==> src/rtl/divcfg_pkg.sv <==
package divcfg_pkg;

  typedef enum logic [1:0] {
    UPD_HOLD    = 2'd0,
    UPD_FLOW    = 2'd1,
    UPD_CAPTURE = 2'd2,
    UPD_SERIAL  = 2'd3
  } upd_src_e;

  function automatic logic rose_now(input logic cur, input logic prev);
    return cur & ~prev;
  endfunction

  function automatic logic fell_now(input logic cur, input logic prev);
    return ~cur & prev;
  endfunction

  // Parallel path has priority over any serial commit.
  function automatic upd_src_e pick_source(input logic par_lvl,
                                           input logic par_rise,
                                           input logic commit);
    if (!par_lvl)      return UPD_FLOW;
    else if (par_rise) return UPD_CAPTURE;
    else if (commit)   return UPD_SERIAL;
    else               return UPD_HOLD;
  endfunction

endpackage

==> src/rtl/divcfg_edge.sv <==
module divcfg_edge #(
  parameter int W = 3
) (
  input  logic         clk,
  input  logic         rst,
  input  logic [W-1:0] lvl,
  output logic [W-1:0] rise,
  output logic [W-1:0] fall
);
  import divcfg_pkg::*;

  logic [W-1:0] lvl_q;

  always_ff @(posedge clk) begin
    if (rst) lvl_q <= '0;
    else     lvl_q <= lvl;
  end

  for (genvar i = 0; i < W; i++) begin : g_bit
    assign rise[i] = rose_now(lvl[i], lvl_q[i]);
    assign fall[i] = fell_now(lvl[i], lvl_q[i]);

    AST_RISE_SINGLE: assert property (@(posedge clk) disable iff (rst)
      rise[i] |=> !rise[i]);
    AST_FALL_SINGLE: assert property (@(posedge clk) disable iff (rst)
      fall[i] |=> !fall[i]);
  end

endmodule

==> src/rtl/divcfg_shift.sv <==
module divcfg_shift #(
  parameter int M_W = 9,
  parameter int N_W = 2,
  parameter int T_W = 3
) (
  input  logic           clk,
  input  logic           rst,
  input  logic           enable,
  input  logic           step,
  input  logic           din,
  output logic [T_W-1:0] t_f,
  output logic [N_W-1:0] n_f,
  output logic [M_W-1:0] m_f,
  output logic           msb
);
  localparam int SR_W = M_W + N_W + T_W;
  localparam int M_LO = 0;
  localparam int N_LO = M_W;
  localparam int T_LO = M_W + N_W;

  logic [SR_W-1:0] sr;
  logic            do_shift;

  assign do_shift = enable & step;

  function automatic logic [SR_W-1:0] shift_in(input logic [SR_W-1:0] cur,
                                               input logic bit_in);
    return {cur[SR_W-2:0], bit_in};
  endfunction

  always_ff @(posedge clk) begin
    if (rst)           sr <= '0;
    else if (do_shift) sr <= shift_in(sr, din);
  end

  assign m_f = sr[M_LO +: M_W];
  assign n_f = sr[N_LO +: N_W];
  assign t_f = sr[T_LO +: T_W];
  assign msb = sr[SR_W-1];

  AST_FROZEN_WHEN_PAR: assert property (@(posedge clk) disable iff (rst)
    !enable |=> $stable(sr));
  AST_SHIFT_IN: assert property (@(posedge clk) disable iff (rst)
    (enable && step) |=> (sr[0] == $past(din)) &&
                         (sr[SR_W-1:1] == $past(sr[SR_W-2:0])));
  AST_NO_STEP_KEEPS: assert property (@(posedge clk) disable iff (rst)
    !step |=> $stable(sr));

endmodule

==> src/rtl/divcfg_active.sv <==
module divcfg_active #(
  parameter int M_W = 9,
  parameter int N_W = 2,
  parameter int T_W = 3
) (
  input  logic           clk,
  input  logic           rst,
  input  logic           par_lvl,
  input  logic           par_rise,
  input  logic           commit,
  input  logic [M_W-1:0] m_pin,
  input  logic [N_W-1:0] n_pin,
  input  logic [T_W-1:0] t_f,
  input  logic [N_W-1:0] n_f,
  input  logic [M_W-1:0] m_f,
  output logic [M_W-1:0] m_act,
  output logic [N_W-1:0] n_act,
  output logic [T_W-1:0] t_act,
  output divcfg_pkg::upd_src_e upd_src
);
  import divcfg_pkg::*;

  assign upd_src = pick_source(par_lvl, par_rise, commit);

  always_ff @(posedge clk) begin
    if (rst) begin
      m_act <= '0;
      n_act <= '0;
      t_act <= '0;
    end else begin
      unique case (upd_src)
        UPD_FLOW: begin
          m_act <= m_pin;
          n_act <= n_pin;
          t_act <= '0;
        end
        UPD_CAPTURE: begin
          m_act <= m_pin;
          n_act <= n_pin;
        end
        UPD_SERIAL: begin
          m_act <= m_f;
          n_act <= n_f;
          t_act <= t_f;
        end
        default: ;
      endcase
    end
  end

  AST_FLOW_TRACKS: assert property (@(posedge clk) disable iff (rst)
    !par_lvl |=> (m_act == $past(m_pin)) && (n_act == $past(n_pin)));
  AST_TEST_CLEARED: assert property (@(posedge clk) disable iff (rst)
    !par_lvl |=> (t_act == '0));
  AST_CAPTURE_PINS: assert property (@(posedge clk) disable iff (rst)
    (par_lvl && par_rise) |=> (m_act == $past(m_pin)) && (n_act == $past(n_pin)));
  AST_HOLD_STEADY: assert property (@(posedge clk) disable iff (rst)
    (par_lvl && !par_rise && !commit) |=>
      $stable(m_act) && $stable(n_act) && $stable(t_act));
  AST_COMMIT_FIELDS: assert property (@(posedge clk) disable iff (rst)
    (par_lvl && !par_rise && commit) |=>
      (t_act == $past(t_f)) && (n_act == $past(n_f)) && (m_act == $past(m_f)));
  AST_PAR_WINS: assert property (@(posedge clk) disable iff (rst)
    (!par_lvl && commit) |=> (m_act == $past(m_pin)) && (t_act == '0));

endmodule

==> src/rtl/divcfg_loader.sv <==
module divcfg_loader #(
  parameter int M_W = 9,
  parameter int N_W = 2,
  parameter int T_W = 3
) (
  input  logic           clk,
  input  logic           rst,
  input  logic           par_load,
  input  logic [M_W-1:0] fb_pin,
  input  logic [N_W-1:0] out_pin,
  input  logic           ser_clk,
  input  logic           ser_dat,
  input  logic           ser_load,
  output logic [M_W-1:0] fb_div,
  output logic [N_W-1:0] out_div,
  output logic [T_W-1:0] tst_sel,
  output logic           ser_out
);
  import divcfg_pkg::*;

  localparam int STRB_W  = 3;
  localparam int IX_PAR  = 0;
  localparam int IX_SCLK = 1;
  localparam int IX_SLD  = 2;

  logic [STRB_W-1:0] strb_rise, strb_fall;
  logic              par_rise, sclk_rise, commit;
  logic [T_W-1:0]    t_f;
  logic [N_W-1:0]    n_f;
  logic [M_W-1:0]    m_f;
  upd_src_e          upd_src;

  divcfg_edge #(.W(STRB_W)) u_edge (
    .clk  (clk),
    .rst  (rst),
    .lvl  ({ser_load, ser_clk, par_load}),
    .rise (strb_rise),
    .fall (strb_fall)
  );

  assign par_rise  = strb_rise[IX_PAR];
  assign sclk_rise = strb_rise[IX_SCLK];
  assign commit    = strb_fall[IX_SLD];

  divcfg_shift #(.M_W(M_W), .N_W(N_W), .T_W(T_W)) u_shift (
    .clk    (clk),
    .rst    (rst),
    .enable (par_load),
    .step   (sclk_rise),
    .din    (ser_dat),
    .t_f    (t_f),
    .n_f    (n_f),
    .m_f    (m_f),
    .msb    (ser_out)
  );

  divcfg_active #(.M_W(M_W), .N_W(N_W), .T_W(T_W)) u_active (
    .clk      (clk),
    .rst      (rst),
    .par_lvl  (par_load),
    .par_rise (par_rise),
    .commit   (commit),
    .m_pin    (fb_pin),
    .n_pin    (out_pin),
    .t_f      (t_f),
    .n_f      (n_f),
    .m_f      (m_f),
    .m_act    (fb_div),
    .n_act    (out_div),
    .t_act    (tst_sel),
    .upd_src  (upd_src)
  );

  AST_RESET_CLEARS: assert property (@(posedge clk)
    rst |=> (fb_div == '0) && (out_div == '0) && (tst_sel == '0) && !ser_out);

endmodule

==> config.mk <==
export PLATFORM = sky130hd
export DESIGN_NAME = divcfg_loader
export DESIGN_NICKNAME = d
export VERILOG_FILES = /design/src/rtl/divcfg_pkg.sv /design/src/rtl/divcfg_edge.sv /design/src/rtl/divcfg_shift.sv /design/src/rtl/divcfg_active.sv /design/src/rtl/divcfg_loader.sv
export SDC_FILE = /design/constraint.sdc
export NUM_CORES = 1
export LEC_CHECK = 0
export ABC_CLOCK_PERIOD_IN_PS = 1130
export BUFFER_PORTS_ARGS = -buffer_cell sky130_fd_sc_hd__buf_4
export CAP_MARGIN = 20
export CORE_MARGIN = 2
export CORE_UTILIZATION = 45
export CTS_BUF_LIST = sky130_fd_sc_hd__clkbuf_8
export CTS_CLUSTER_DIAMETER = 60
export DETAILED_ROUTE_END_ITERATION = 16
export PLACE_DENSITY = 0.72
export REMOVE_ABC_BUFFERS = 1
export SYNTH_ARGS = -nofsm -noshare
export SYNTH_HDL_FRONTEND = slang
export SYNTH_SLANG_ARGS = --single-unit
==> constraint.sdc <==
create_clock -name clk -period 1.13 [get_ports clk]
set_input_delay 0.226 -clock clk [delete_from_list [all_inputs] [get_ports clk]]
set_output_delay 0.226 -clock clk [all_outputs]
set_load 0.05 [all_outputs]
==> flow_summary.toml <==
[status]
status = "finished, final reports clean"

[placement]
placed_cells = 186
preCtsSetupSlack_ns = 0.0216
gp_congestion = 0.731
hpwl_mm = 1.60
port_buffers = 31
placed_area_um2 = 1450

[die]
die_y_um = 55.7
core_um2 = 2500
io_pins = 32
start_util_pct = 48.1
dieArea_um2 = 3100
num_rows = 18
die_x_um = 55.7

[drt]
wl_met1_mm = 1.06
dr_wl_met2_mm = 1.12
dr.pass1.iters = 4
avgRoutedWirePerCell_um = 12.0
route.detailed.drc = 0
routed_wl_mm = 2.33
dr_total_vias = 990
vias_per_cell = 5.10
top_layer_used = "met4"
dr_wl_met3_um = 140
ant_nets = 0
drtIter0Drc = 15

[worst_setup_path]
worstPathMaxFanout = 3
endpoint_kind = "primary output"
critical_path.startpoint_type = "register"
cp.required_ns = 0.90
rr_worst_depth = 3
cpLargestDelayFamily = "flip-flops"
worstSetupPathType = "register to primary output"
critPathMaxStageDelay_ns = 0.35
cp.arrival_ns = 0.83
crit_chain = "buf_4"
critical_path.startpoint = "u_shift.sr[13]"
crit_slowest_cell = "dfxtp_1"
cp_num_buf_inv = 1
crit_cells = 1
rr_startpoint = "u_edge.lvl_q[2]"

[yosys]
yosysMostFrequentCell = "dfxtp_1"
postSynthAreaPerCell_um2 = 9.26
synth_area_um2 = 1200
synth_edf_count = 0
yosysTopAreaCellShare_pct = 51.6
yosysTopAreaCell = "dfxtp_1"
synth_common_cells = "dfxtp_1, nand2_1, a21oi_1, mux2i_1, nor2_1"
synth_warnings = 0
synth_seq_cells = 31
ys_seq_area_share_pct = 51.6
synthFlopType = "dfxtp_1"
synthesis.instances = 130
synthArstFlopShare_pct = 0
ys_top_cells_by_area = "dfxtp_1, mux2i_1, nand2_1, a211oi_1, a21oi_1"
ys_types = 18

[grt]
grt_max_degree = 25
grt_pass1_wl_mm = 3.91
gr-total-overflow = 0
antenna_found_initial = 0
grt_usage_pct = 16.2
grt_pass1_vias = 866

[power]
power.total_mw = 2.37
vdd_ir_drop_max_uv = 1190
p_per_area_nw_per_um2 = 1520
p_leak_nw = 0.708

[sta]
clock_skew_ns = 0.00687
relSlewSlack_pct = 83.0
finalSetupTns_ns = 0
max_freq_mhz = 949
tightest_slew_ns = 0.255
rsz0062_at_grt = "false"
fin_hold_ws_ns = 0.184
timing.final.crit_share_pct = 93.3
final-setup-viol-count = 0
hold_viol = 0
slew_viol_final = 0
worst_slack_ns = 0.0762
post-route-min-period_ns = 1.05

[worst_hold_path]
hp-start = "ser_load"
hp-class = "input port to register"
holdPathStages = 2

[layout]
final_cells = 194
fin_nets = 180
drive_above_1_share_pct = 28.0
final_util_pct = 62.4
syn_to_final_growth_pct = 29.5
design_area_um2 = 1560
diodes = 0

[flow_run]
drv_cap = 0

[clock_tree]
root_buffer = "clkbuf_8"
h-tree-depth = 2
cts_setup_buffers = 0
clock_latency_ns = 0.27
clockBufferDepth = 2
clkTransAtPathRegs_ns = 0.06
cts_tree = "done"
cts_buffers = 5
cts_sinks = 31
## state kept, by name (all words and copies together), names as in the netlist
name / count
u_active.m_act: 9
u_edge.lvl_q: 3
u_active.n_act: 2
u_active.t_act: 3
u_shift.sr: 14
## layout by cell type (no fill, tap or decap)
cell,Yosys,routed
and2_4,0,1
nand2b_4,1,1
and3b_2,0,1
nand3b_1,2,2
clkbuf_8,0,7
inv_1,1,2
dfxtp_1,31,31
nand2_1,28,28
nor2b_1,2,2
a211oi_1,11,10
a21oi_1,14,14
buf_12,1,1
nor2_1,14,14
mux2i_1,14,14
nand2b_1,1,1
a211oi_2,0,1
buf_4,1,34
## layer usage
| metal | vias up | global-route usage [%] |
|---|---|---|
| met5 | - | 0 |
| li1 | 504 | - |
| met1 | 451 | 20.6 |
| met3 | 2 | 5.81 |
| met2 | 33 | 24.7 |
| met4 | 0 | 7.32 |
## where the power goes
part | leakage, nW | switching (mW) | total [mW] | internal [mW]
clock | 0.0557 | 0.370 | 0.916 | 0.546
sequential | 0.254 | 0.0185 | 1.15 | 1.13
combinational | 0.399 | 0.184 | 0.307 | 0.123
## kinds of logic after synthesis
family | share of synthesized area, %
compound gates | 12.7
buf+inv | 5.82
flops | 51.6
mux | 11.6
simple gates | 18.3
## final timing paths
| check | to | slack, ns |
|---|---|---|
| setup reg to reg | u_active.m_act[4] | 0.10 |
| setup / recovery | ser_out | 0.08 |
| hold reg to reg | u_shift.sr[10] | 0.47 |
| hold / removal | u_edge.lvl_q[2] | 0.18 |
## layout make-up
cell class / count / area [µm²]
clock buffer: 7 / 96.3
clock inverter: 1 / 3.75
fill: 216 / 941
inverter: 1 / 3.75
multi-input combinational: 89 / 522
sequential: 31 / 621
tap: 30 / 37.5
timing repair buffer: 35 / 275
## timing repair
item,4_1_cts,5_1_grt
resized for setup,1,2
endpoints found under the setup margin,1,3
hold buffers,0,0
pin swaps,0,0
(Power assumes the default switching activity.)
